**src/rtl/led_scan_pkg.sv**
```systemverilog
package led_scan_pkg;

    typedef enum logic [1:0] {
        ST_SLEEP = 2'd0,
        ST_GAP   = 2'd1,
        ST_LIT   = 2'd2,
        ST_DARK  = 2'd3
    } scan_state_e;

    localparam int CODE_W = 4;
    localparam int ON_W   = 7;

    // Lit ticks per row slot for each brightness code (nonlinear).
    function automatic logic [ON_W-1:0] pwm_on_cycles(input logic [CODE_W-1:0] code);
        logic [ON_W-1:0] t;
        unique case (code)
            4'd0:  t = 7'd0;
            4'd1:  t = 7'd1;
            4'd2:  t = 7'd2;
            4'd3:  t = 7'd3;
            4'd4:  t = 7'd4;
            4'd5:  t = 7'd5;
            4'd6:  t = 7'd7;
            4'd7:  t = 7'd9;
            4'd8:  t = 7'd11;
            4'd9:  t = 7'd14;
            4'd10: t = 7'd18;
            4'd11: t = 7'd22;
            4'd12: t = 7'd28;
            4'd13: t = 7'd36;
            4'd14: t = 7'd48;
            4'd15: t = 7'd60;
        endcase
        return t;
    endfunction

endpackage

```
**src/rtl/scan_tick_gen.sv**
```systemverilog
module scan_tick_gen #(
    parameter int DIV = 8
) (
    input  logic clk,
    input  logic rst_n,
    input  logic run,
    input  logic osc_tick,
    input  logic divide,
    output logic disp_tick
);
    localparam int CNT_W = (DIV > 1) ? $clog2(DIV) : 1;
    localparam logic [CNT_W-1:0] LAST = CNT_W'(DIV - 1);

    logic [CNT_W-1:0] pcnt;

    always_ff @(posedge clk or negedge rst_n) begin
        if (!rst_n) begin
            pcnt <= '0;
        end else if (!divide) begin
            pcnt <= '0;
        end else if (run && osc_tick) begin
            pcnt <= (pcnt == LAST) ? '0 : pcnt + 1'b1;
        end
    end

    assign disp_tick = run && osc_tick && (!divide || (pcnt == LAST));

endmodule

```
**src/rtl/scan_position.sv**
```systemverilog
module scan_position #(
    parameter int ROWS = 8,
    parameter int SLOT = 64
) (
    input  logic                      clk,
    input  logic                      rst_n,
    input  logic                      advance,
    output logic [$clog2(ROWS)-1:0]   row_q,
    output logic [$clog2(SLOT)-1:0]   cyc_q,
    output logic [$clog2(ROWS)-1:0]   row_nx,
    output logic [$clog2(SLOT)-1:0]   cyc_nx
);
    localparam int ROW_W = $clog2(ROWS);
    localparam int CYC_W = $clog2(SLOT);

    logic last_cyc;
    logic last_row;

    always_comb begin
        last_cyc = (cyc_q == CYC_W'(SLOT - 1));
        last_row = (row_q == ROW_W'(ROWS - 1));
        cyc_nx   = cyc_q;
        row_nx   = row_q;
        if (advance) begin
            cyc_nx = last_cyc ? '0 : cyc_q + 1'b1;
            if (last_cyc) begin
                row_nx = last_row ? '0 : row_q + 1'b1;
            end
        end
    end

    always_ff @(posedge clk or negedge rst_n) begin
        if (!rst_n) begin
            row_q <= '0;
            cyc_q <= '0;
        end else begin
            row_q <= row_nx;
            cyc_q <= cyc_nx;
        end
    end

endmodule

```
**src/rtl/scan_phase_fsm.sv**
```systemverilog
module scan_phase_fsm
    import led_scan_pkg::*;
#(
    parameter int SLOT = 64,
    parameter int GAP  = 4
) (
    input  logic                    clk,
    input  logic                    rst_n,
    input  logic                    awake,
    input  logic [$clog2(SLOT)-1:0] cyc_nx,
    input  logic [ON_W-1:0]         on_cycles,
    output scan_state_e             state,
    output logic                    lit
);
    scan_state_e state_nx;
    scan_state_e slot_phase;

    // Phase that the slot position after this edge belongs to.
    always_comb begin
        int pos;
        pos = int'(cyc_nx);
        if (pos < GAP) begin
            slot_phase = ST_GAP;
        end else if ((pos - GAP) < int'(on_cycles)) begin
            slot_phase = ST_LIT;
        end else begin
            slot_phase = ST_DARK;
        end
    end

    always_comb begin
        state_nx = state;
        unique case (state)
            ST_SLEEP: state_nx = awake ? slot_phase : ST_SLEEP;   // wake
            ST_GAP:   state_nx = awake ? slot_phase : ST_SLEEP;   // light or doze
            ST_LIT:   state_nx = awake ? slot_phase : ST_SLEEP;   // extinguish, next-row or doze
            ST_DARK:  state_nx = awake ? slot_phase : ST_SLEEP;   // next-row or doze
        endcase
    end

    always_ff @(posedge clk or negedge rst_n) begin
        if (!rst_n) begin
            state <= ST_SLEEP;
        end else begin
            state <= state_nx;
        end
    end

    always_comb begin
        lit = (state == ST_LIT);
    end

endmodule

```
**src/rtl/column_select.sv**
```systemverilog
module column_select #(
    parameter int COLS     = 20,
    parameter int ROWS     = 8,
    parameter int DARK_ROW = 0
) (
    input  logic [COLS*ROWS-1:0]    dot,
    input  logic [$clog2(ROWS)-1:0] row,
    input  logic                    lit,
    input  logic                    blank,
    output logic [COLS-1:0]         col_en
);
    localparam int ROW_W = $clog2(ROWS);

    logic gate;
    assign gate = lit && !blank && (row != ROW_W'(DARK_ROW));

    for (genvar k = 0; k < COLS; k++) begin : g_col
        logic [ROWS-1:0] bits;
        assign bits      = dot[k*ROWS +: ROWS];
        assign col_en[k] = gate && bits[row];
    end

endmodule

```
**src/rtl/led_row_scanner.sv**
```systemverilog
module led_row_scanner
    import led_scan_pkg::*;
#(
    parameter int COLS     = 20,
    parameter int ROWS     = 8,
    parameter int SLOT     = 64,
    parameter int GAP      = 4,
    parameter int PRESCALE = 8
) (
    input  logic                 clk,
    input  logic                 rst_n,
    input  logic                 osc_tick,
    input  logic                 ext_src,
    input  logic                 prescale_div8,
    input  logic [COLS*ROWS-1:0] dot_latch,
    input  logic [6:0]           ctrl_word0,
    input  logic                 blank,
    output logic [ROWS-1:0]      row_en,
    output logic [COLS-1:0]      col_en,
    output logic [1:0]           peak_code
);
    localparam int ROW_W = $clog2(ROWS);
    localparam int CYC_W = $clog2(SLOT);

    logic             awake;
    logic             divide;
    logic             disp_tick;
    logic [ROW_W-1:0] row_q;
    logic [CYC_W-1:0] cyc_q;
    logic [ROW_W-1:0] row_nx;
    logic [CYC_W-1:0] cyc_nx;
    logic [ON_W-1:0]  on_cycles;
    scan_state_e      state;
    logic             lit;

    assign awake     = ctrl_word0[6];
    assign divide    = ext_src & prescale_div8;
    assign on_cycles = pwm_on_cycles(ctrl_word0[3:0]);

    scan_tick_gen #(.DIV(PRESCALE)) u_tick (
        .clk       (clk),
        .rst_n     (rst_n),
        .run       (awake),
        .osc_tick  (osc_tick),
        .divide    (divide),
        .disp_tick (disp_tick)
    );

    scan_position #(.ROWS(ROWS), .SLOT(SLOT)) u_pos (
        .clk     (clk),
        .rst_n   (rst_n),
        .advance (disp_tick),
        .row_q   (row_q),
        .cyc_q   (cyc_q),
        .row_nx  (row_nx),
        .cyc_nx  (cyc_nx)
    );

    scan_phase_fsm #(.SLOT(SLOT), .GAP(GAP)) u_fsm (
        .clk       (clk),
        .rst_n     (rst_n),
        .awake     (awake),
        .cyc_nx    (cyc_nx),
        .on_cycles (on_cycles),
        .state     (state),
        .lit       (lit)
    );

    column_select #(.COLS(COLS), .ROWS(ROWS), .DARK_ROW(0)) u_cols (
        .dot    (dot_latch),
        .row    (row_q),
        .lit    (lit),
        .blank  (blank),
        .col_en (col_en)
    );

    always_comb begin
        row_en    = lit ? (ROWS'(1) << row_q) : '0;
        peak_code = (state != ST_SLEEP) ? ctrl_word0[5:4] : 2'b00;
    end

endmodule

```
**config.mk**
```make
export PLATFORM = sky130hd
export DESIGN_NAME = led_row_scanner
export DESIGN_NICKNAME = d
export VERILOG_FILES = /design/src/rtl/led_scan_pkg.sv /design/src/rtl/scan_tick_gen.sv /design/src/rtl/scan_position.sv /design/src/rtl/scan_phase_fsm.sv /design/src/rtl/column_select.sv /design/src/rtl/led_row_scanner.sv
export SDC_FILE = /design/constraint.sdc
export NUM_CORES = 1
export LEC_CHECK = 0
export BUFFER_PORTS_ARGS = -buffer_cell sky130_fd_sc_hd__buf_4
export CORE_UTILIZATION = 36
export CTS_CLUSTER_SIZE = 8
export DETAILED_ROUTE_END_ITERATION = 10
export GPL_ROUTABILITY_DRIVEN = 0
export PLACE_DENSITY = 0.78
export SLEW_MARGIN = 15
export SYNTH_ARGS = -nofsm -noshare
export SYNTH_HDL_FRONTEND = slang
export SYNTH_SLANG_ARGS = --single-unit
```
**constraint.sdc**
```tcl
create_clock -name clk -period 2.9 [get_ports clk]
set_input_delay 0.145 -clock clk [delete_from_list [all_inputs] [get_ports clk]]
set_output_delay 0.145 -clock clk [all_outputs]
set_load 0.01 [all_outputs]
```
==> results of run 1 <==
==> area by class of cell <==
type / instances / area share (%)
well taps: 80 / 2.34
clock buffers: 4 / 1.28
multi-input cells: 219 / 48.9
inverters: 10 / 0.876
repair buffers: 217 / 38.4
flip-flops and latches: 14 / 8.23
==> cell families (layout without fill, tap and decap cells) <==
family	after synthesis	after routing	synth area share, %
AOI/OAI and AO/OA	46	46	11.0
xor gates and xnor gates	6	6	2.09
adders and majority gates	22	22	11.0
buffers and inverters	30	231	4.74
DFF	14	14	14.0
muxes	47	47	38.8
and+or+nand+nor	98	98	18.5
==> routing by layer <==
metal  GRT usage, %  up-vias
met1           25.5     1438
met4           7.12        0
met5              0        -
met3           4.38       17
met2           47.2      149
li1               -     1393
==> metrics by stage <==
step	hold WS (ps)	instance area [sq um]	setup TNS [ps]	std cells	utilization (%)
6_report	174	4290	0	544	63.4
3_3_place_gp	5.36	4120	0	533	61.0
4_1_cts	168	4210	0	540	62.4
5_1_grt	186	4290	-71.6	544	63.4
3_5_place_dp	6.17	4120	-99.8	533	61.0
2_1_floorplan	-151	2510	0	263	-
==> worst max-delay path by stage <==
stage	start	to	slack, ps	cells after the start
detailed placement	u_tick.pcnt[0]$_DFFE_PN0P_	u_fsm.state[0]$_DFF_PN0_	-100	13
global placement	u_tick.pcnt[0]$_DFFE_PN0P_	u_fsm.state[0]$_DFF_PN0_	60	11
finish	u_tick.pcnt[0]$_DFFE_PN0P_	u_fsm.state[0]$_DFF_PN0_	20	11
global route	u_tick.pcnt[0]$_DFFE_PN0P_	u_fsm.state[0]$_DFF_PN0_	-70	13
floorplan	u_tick.pcnt[0]$_DFFE_PN0P_	u_fsm.state[0]$_DFF_PN0_	90	13
CTS	u_tick.pcnt[1]$_DFFE_PN0P_	u_fsm.state[0]$_DFF_PN0_	7	11
==> layout by cell type, fill, tap and decap left out, drive strengths merged, types with 2 or more instances in the layout <==
cell type	synthesis	routed
xor2	2	2
nand2	57	57
a21oi	28	28
nor3b	3	3
nor2	12	12
mux2	2	2
buf	10	216
and2	3	3
o31ai	3	3
ha	22	22
o21a	2	2
dfrtp	14	14
mux2i	5	5
inv	9	9
clkbuf	10	4
nand3b	4	4
nor2b	3	3
mux4	40	40
nor3	4	4
o21ai	5	5
xnor2	4	4
nand3	3	3
a32o	2	2
and3b	2	2
and3	3	3
==> timing repair <==
item                                    4_1_cts  5_1_grt
hold buffers                                  1        0
endpoints found under the setup margin        1        1
pin swaps                                     4       11
hold endpoints to repair                     14        0
setup buffers                                 2        4
resized for setup                             4        8
==> critical path, delay by kind of cell (launching register included) <==
family | cells | cell delay [ps]
AO/OA/AOI/OAI | 4 | 730
XOR/XNOR | 1 | 140
adder cells (fa/ha/maj) | 3 | 680
AND/OR/NAND/NOR | 3 | 860
flip-flops | 1 | 370
==> power by group through the flow <==
stage / logic [mW] / registers [mW] / clock network (mW)
final: 0.989 / 0.327 / 0.194
after global routing: 1.09 / 0.334 / 0.206
after CTS: 0.941 / 0.317 / 0.197
after detailed placement: 0.902 / 0.319 / 0
after global placement: 0.873 / 0.313 / 0
after floorplan: 0.529 / 0.292 / 0
==> sequential cells by signal (all words and copies together) (netlist names) <==
signal and count:
u_pos.cyc_q 6, u_pos.row_q 3, u_fsm.state 2, u_tick.pcnt 3
==> impl_metrics.json, run 1 <==
{
  "status": "completed",
  "core_area_sq_um": 6760,
  "dieArea_sq_um": 7310,
  "multiInputGateArea_sq_um": 2100,
  "tightest_slew_ps": 737,
  "slew_violations": 0,
  "seqPwrFrac_pct": 21.7,
  "worstSetupPathType": "reg2reg",
  "p_clk_share_pct": 12.8,
  "synth.distinct_cells": 39,
  "clock_latency_ps": 250,
  "synth-seq-cells": 14,
  "synthArstFlopShare_pct": 100,
  "p_int_mw": 0.928,
  "ant_nets": 0,
  "min_period_over_period_pct": 99.2,
  "drv_cap": 0,
  "hold_viol": 0,
  "min_path_cells": 2,
  "worstPathArrival_ps": 3020,
  "crit_slowest_cell": "or4b_4",
  "die_w_um": 85.5,
  "cts_tree": "yes",
  "dr_wl_met3_um": 719,
  "ff_latch_area_sq_um": 353,
  "cts_sinks": 14,
  "powerDensity_nw_per_um2": 352,
  "dp_hpwl_mm": 7.42,
  "synthCells": 263,
  "die_h_um": 85.5,
  "hold_path_class": "in2reg",
  "p_leak_nw": 2.14,
  "power_mw": 1.51,
  "syn_nets": 458,
  "synth_top_cell_area_share_pct": 35.9,
  "max-clock-path-buffers": 2,
  "crit_fanout": 4,
  "root_buffer": "clkbuf_8",
  "fin_worst_skew_ps": 4.18,
  "groute.usage.overall_pct": 23.9,
  "dp_slack_ps": -99.8,
  "overflow": 0,
  "synth_top_area_cell": "mux4_2",
  "hold_start": "ctrl_word0[6]",
  "path_cells": "ha_2, ha_4, and3b_2, or4b_4, a32o_2, xnor2_2, ha_1, a21oi_2, o31ai_1, and3_1, a32o_1",
  "p_comb_share_pct": 65.5,
  "r2r-start": "u_tick.pcnt[0]$_DFFE_PN0P_",
  "endpoint_kind": "flip-flop",
  "setup_viol": 0,
  "diodes": 0,
  "dr.first_iter.drc_count": 115,
  "synth_edf_count": 0,
  "swShare_pct": 38.6,
  "rsz0062_at_grt": "yes",
  "ir_worst_vdd_mv": 0.256,
  "r2r_cells": 11,
  "startpoint_type": "flip-flop",
  "cts-buffers-inserted": 3,
  "start_util_pct": 37.1,
  "num-nets-final": 660,
  "drt_pre_antenna_iters": 5,
  "synth_commonest_cells": "nand2_1, mux4_2, a21oi_1",
  "fin_ws_ps": 23.5,
  "synth-seq-area-share_pct": 14.0,
  "max_freq_mhz": 348,
  "vias": 2997,
  "ios": 203,
  "top_layer": "met4",
  "yosys_warnings": 0,
  "layout-drive-gt1-share_pct": 59.9,
  "synth_area_leaders": "mux4_2, dfrtp_1, ha_1, nand2_1, a21oi_1",
  "vias_per_cell": 5.51,
  "wl_per_cell_um": 17.1,
  "avgSynthCellArea_sq_um": 9.54,
  "hold_path_end": "u_fsm.state[0]$_DFF_PN0_",
  "max_slew_margin_pct": 50.7,
  "drc": 0,
  "power.switching_mw": 0.583,
  "rows": 30,
  "antenna_found_initial": 0,
  "grt_pass1_vias": 2994,
  "syn_area_sq_um": 2510,
  "period_minus_slack_ps": 2880,
  "syn2layout_area_growth_pct": 70.8,
  "cp_slowest_stage_delay_ps": 490,
  "synthFlopType": "dfrtp_1",
  "synth.most_common_cell": "nand2_1",
  "regToRegSetupSlack_ps": 20,
  "wl_mm": 9.30,
  "wirelength_met1_mm": 3.32,
  "path_clk_slew_ps": 60,
  "grt_pass1_wl_mm": 13.8,
  "dr_wl_met2_mm": 5.05,
  "crit_required_ps": 3040,
  "worstReg2RegEnd": "u_fsm.state[0]$_DFF_PN0_",
  "fill_cells": 568,
  "cts_max_level": 1,
  "portBuffers": 202,
  "grt_max_degree": 43
}
(Power assumes the default switching activity.)
==> run 2, diff against run 1 <==
--- a/config.mk
+++ b/config.mk
@@ -12,4 +12,5 @@
 export GPL_ROUTABILITY_DRIVEN = 0
 export PLACE_DENSITY = 0.78
+export REMOVE_ABC_BUFFERS = 1
 export SLEW_MARGIN = 15
 export SYNTH_ARGS = -nofsm -noshare
==> constraint.sdc (replaced) <==
create_clock -name clk -period 2.9 [get_ports clk]
set_input_delay 0.58 -clock clk [delete_from_list [all_inputs] [get_ports clk]]
set_output_delay 0.58 -clock clk [all_outputs]
set_load 0.01 [all_outputs]
==> impl_metrics.json, run 2 (synthesized netlist as in run 1, its figures left out) <==
{
  "crit_start": "u_tick.pcnt[1]$_DFFE_PN0P_",
  "setup_viol": 0,
  "rows": 30,
  "wl_mm": 9.92,
  "max_slew_margin_pct": 50.1,
  "grt_pass1_wl_mm": 15.0,
  "core_area_sq_um": 6760,
  "drt_pre_antenna_iters": 4,
  "final_cell_mix": "buf_4, nand2_1, mux4_2",
  "worstPathArrival_ps": 3030,
  "top_layer": "met4",
  "portBuffers": 202,
  "status": "completed",
  "vias_per_cell": 5.46,
  "cts-buffers-inserted": 3,
  "die_w_um": 85.5,
  "setup.worst_path.end": "u_fsm.state[0]$_DFF_PN0_",
  "start_util_pct": 37.1,
  "dr_wl_met3_um": 699,
  "overflow": 0,
  "dr.first_iter.drc_count": 100,
  "p_leak_nw": 2.13,
  "ir_worst_vdd_mv": 0.378,
  "max-clock-path-buffers": 2,
  "ios": 203,
  "max_flop_register": "u_pos.cyc_q",
  "powerDensity_nw_per_um2": 361,
  "clock_latency_ps": 250,
  "slew_violations": 0,
  "cts_sinks": 14,
  "diodes": 0,
  "syn2layout_area_growth_pct": 70.7,
  "p_clk_share_pct": 10.9,
  "p_comb_share_pct": 68.1,
  "endpoint_kind": "flip-flop",
  "max_freq_mhz": 346,
  "tightest_slew_ps": 747,
  "worstSetupPathType": "reg2reg",
  "die_h_um": 85.5,
  "swShare_pct": 39.5,
  "fin_ws_ps": 7.07,
  "num-nets-final": 659,
  "hold_viol": 0,
  "crit_fanout": 3,
  "drc": 0,
  "seqPwrFrac_pct": 20.9,
  "cts_tree": "yes",
  "wl_per_cell_um": 18.3,
  "grt_max_degree": 44,
  "grt_pass1_vias": 3042,
  "drv_cap": 0,
  "path_clk_slew_ps": 60,
  "crit_required_ps": 3030,
  "dp_hpwl_mm": 8.15,
  "p_int_mw": 0.935,
  "hold_path_class": "in2async",
  "vias": 2967,
  "final_util_pct": 63.4,
  "dr_wl_met2_mm": 5.31,
  "r2r-start": "u_tick.pcnt[1]$_DFFE_PN0P_",
  "dp_slack_ps": -117,
  "min_period_over_period_pct": 99.8,
  "largestRegisters": "u_pos.cyc_q: 6 flops, u_pos.row_q: 3 flops, u_tick.pcnt: 3 flops",
  "ctsHoldBuffers": 0,
  "startpoint_type": "flip-flop",
  "fin_worst_skew_ps": 6.48,
  "rsz0062_at_grt": "yes",
  "power.switching_mw": 0.611,
  "root_buffer": "clkbuf_8",
  "period_minus_slack_ps": 2890,
  "cts_max_level": 1,
  "largest_register_ffs": 6,
  "layout-drive-gt1-share_pct": 59.8,
  "worstReg2RegEnd": "u_fsm.state[0]$_DFF_PN0_",
  "dieArea_sq_um": 7310,
  "ant_nets": 0,
  "groute.usage.overall_pct": 26.1,
  "wirelength_met1_mm": 3.60,
  "layout_commonest_cell": "buf_4",
  "antenna_found_initial": 0,
  "r2r_cells": 10,
  "regToRegSetupSlack_ps": 7
}
## run 2: changes by cell type in the layout (fill, tap and decap cells not counted), sizes merged
cell / previous run / this run
dlygate4sd3: 1 / 0
## run 2: layout make-up
class	instances	area [sq um]
Timing Repair Buffer	216	1630
Inverter	10	37.5
Sequential cell	14	353
Tap cell	80	100
Clock buffer	4	45.0
Multi-Input combinational cell	219	2110
Fill cell	557	2470
## run 2: layer usage
| layer | up-vias | GRT usage (%) |
|---|---|---|
| met5 | - | 0 |
| met4 | 0 | 8.03 |
| met3 | 26 | 5.25 |
| met2 | 122 | 49.5 |
| met1 | 1433 | 29.1 |
| li1 | 1386 | - |
## run 2: worst min path at each step
stage,end,startpoint,slack (ps)
global placement,u_tick.pcnt[2]$_DFFE_PN0P_,rst_n,440
detailed placement,u_pos.cyc_q[3]$_DFF_PN0_,rst_n,450
finish,u_fsm.state[1]$_DFF_PN0_,rst_n,170
floorplan,u_fsm.state[0]$_DFF_PN0_,rst_n,280
global route,u_fsm.state[1]$_DFF_PN0_,rst_n,180
CTS,u_pos.cyc_q[0]$_DFF_PN0_,rst_n,180
## run 2: power groups by stage
stage | sequential (mW) | combinational [mW] | clock (mW)
2_1_floorplan | 0.301 | 0.510 | 0
3_3_place_gp | 0.317 | 0.881 | 0
3_5_place_dp | 0.319 | 0.910 | 0
4_1_cts | 0.319 | 0.959 | 0.173
5_1_grt | 0.335 | 1.14 | 0.184
6_report | 0.324 | 1.05 | 0.169
## run 2: worst max-delay path, stage by stage (launching register included)
cell and delay [ps]:
dfrtp_1 360, ha_2 210, ha_4 150, and3b_2 230, or4b_1 470, a32o_2 270
xnor2_2 140, ha_1 340, a21oi_2 170, o2111ai_1 160, a32o_1 290
## run 2: repair_timing
| action | CTS | global route |
|---|---|---|
| setup buffers | 1 | 2 |
| pin swaps | 1 | 11 |
| gates resized for setup | 6 | 7 |
| endpoints found under the setup margin | 1 | 1 |
## run 2: metrics by stage
stage	cells	TNS [ps]	cell area, sq um	power, mW	hold slack [ps]
2_1_floorplan	243	-14090	2430	0.810	284
3_3_place_gp	536	0	4140	1.20	440
3_5_place_dp	536	-117	4140	1.23	446
4_1_cts	541	0	4230	1.45	177
5_1_grt	543	-74.2	4280	1.66	180
6_report	543	0	4280	1.55	171
==> run 3, diff against run 2 <==
- CORE_MARGIN: unset -> 2
==> impl_metrics.json, run 3 (synthesized netlist as in run 1, its figures left out) <==
{
  "status": "finished, violations left",
  "violations": "setup timing",
  "start_util_pct": 37.1,
  "final_cell_mix": "buf_4, nand2_1, mux4_2",
  "layout-drive-gt1-share_pct": 60.7,
  "overflow": 0,
  "ant_nets": 0,
  "hold_path_class": "in2async",
  "cts_max_level": 1,
  "p_leak_nw": 2.16,
  "setup_viol": 1,
  "dp_hpwl_mm": 8.35,
  "setup_tns_ps": -85.1,
  "syn2layout_area_growth_pct": 73.7,
  "worstSetupPathType": "reg2reg",
  "grt_max_degree": 24,
  "hold_viol": 0,
  "layout_commonest_cell": "buf_4",
  "dr.first_iter.drc_count": 88,
  "cpMostUsedCell": "buf_4",
  "crit_fanout": 3,
  "dieArea_sq_um": 7650,
  "max_flop_register": "u_pos.cyc_q",
  "grt_pass1_wl_mm": 14.4,
  "vias": 3033,
  "postPlaceCellArea_sq_um": 4160,
  "crit_required_ps": 3040,
  "grt_pass1_vias": 2974,
  "groute.usage.overall_pct": 24.5,
  "largest_register_ffs": 6,
  "instances_no_fill": 548,
  "ir_worst_vdd_mv": 0.387,
  "hold-worst-slack_ps": 163,
  "core_area_sq_um": 6760,
  "max-clock-path-buffers": 2,
  "ios": 203,
  "final_util_pct": 64.5,
  "tightest_slew_ps": 423,
  "diodes": 0,
  "wl_per_cell_um": 18.9,
  "die_w_um": 87.5,
  "endpoint_kind": "flip-flop",
  "clock_latency_ps": 250,
  "vias_per_cell": 5.53,
  "cts-buffers-inserted": 3,
  "die_h_um": 87.5,
  "rows": 30,
  "antenna_found_initial": 0,
  "fill_cells": 553,
  "crit_slowest_cell": "dfrtp_1",
  "max_slew_margin_pct": 71.8,
  "stdcell_area_sq_um": 4360,
  "path_cells": "ha_2, ha_4, nand3b_1, buf_4, nand3_2, o31a_1, ha_1, inv_1, ha_4, a211oi_2, buf_4, buf_4, o2111ai_1, a32o_1",
  "cp_slowest_stage_delay_ps": 360,
  "r2r-start": "u_tick.pcnt[1]$_DFFE_PN0P_",
  "path_clk_slew_ps": 60,
  "drv_cap": 0,
  "portBuffers": 202,
  "period_minus_slack_ps": 2990,
  "min_period_over_period_pct": 103,
  "placed_cells": 537,
  "largestRegisters": "u_pos.cyc_q: 6 flops, u_pos.row_q: 3 flops, u_tick.pcnt: 3 flops",
  "root_buffer": "clkbuf_8",
  "startpoint_type": "flip-flop",
  "slew_violations": 0,
  "fin_worst_skew_ps": 1.49,
  "crit_start": "u_tick.pcnt[1]$_DFFE_PN0P_",
  "regToRegSetupSlack_ps": -90,
  "dp_slack_ps": -75.2,
  "cts_tree": "yes",
  "cts_sinks": 14,
  "power_mw": 1.61,
  "powerDensity_nw_per_um2": 369,
  "max_freq_mhz": 335,
  "num-nets-final": 664,
  "worstPathArrival_ps": 3120,
  "fin_ws_ps": -85.1,
  "rsz0062_at_grt": "yes",
  "drc": 0,
  "wl_mm": 10.4,
  "drt_pre_antenna_iters": 4
}
==> run 3: routing by layer <==
layer / vias to the layer above / wire length, um / share of wire, % / GRT usage (%)
li1: 1404 / - / - / -
met1: 1466 / 3920 / 38 / 29.0
met2: 141 / 5410 / 52 / 43.9
met3: 22 / 802 / 7.7 / 5.88
met4: 0 / 214 / 2.1 / 6.71
met5: - / 0 / 0 / 0
==> run 3: final timing paths <==
check | to | cells past startpoint
min | u_pos.cyc_q[2]$_DFF_PN0_ | 1
min in group clk | u_tick.pcnt[2]$_DFFE_PN0P_ | 2
max | u_fsm.state[0]$_DFF_PN0_ | 14
min reg2reg | u_tick.pcnt[2]$_DFFE_PN0P_ | 2
max in group asynchronous | u_pos.row_q[1]$_DFFE_PN0P_ | 1
max reg2reg | u_fsm.state[0]$_DFF_PN0_ | 14
==> run 3: final cells by class <==
class	instances	area [sq um]	share of cell area, %
Sequential cell	14	353	8.10
Tap cell	80	100	2.30
Timing Repair Buffer	221	1680	38.6
Multi-Input combinational cell	219	2130	48.8
Clock buffer	4	55.1	1.26
Inverter	10	37.5	0.861
==> run 3: critical path, delay by kind of cell, from the launching register on <==
family          cells  cell delay, ps
compound gates      4             930
fa+ha+maj           4             830
buf+inv             4             490
flops               1             360
simple gates        2             260
==> run 3: where the power goes <==
part	switching [mW]	internal [mW]
Combinational	0.459	0.616
Clock	0.0746	0.120
Sequential	0.0944	0.242
Total	0.628	0.979
==> run 3: what timing repair did <==
action / CTS / global route
pin swaps: 4 / 10
setup endpoints to repair: 1 / 1
hold buffers: 0 / 0
buffers inserted: 5 / 2
cloned: 0 / 0
resized for setup: 7 / 8
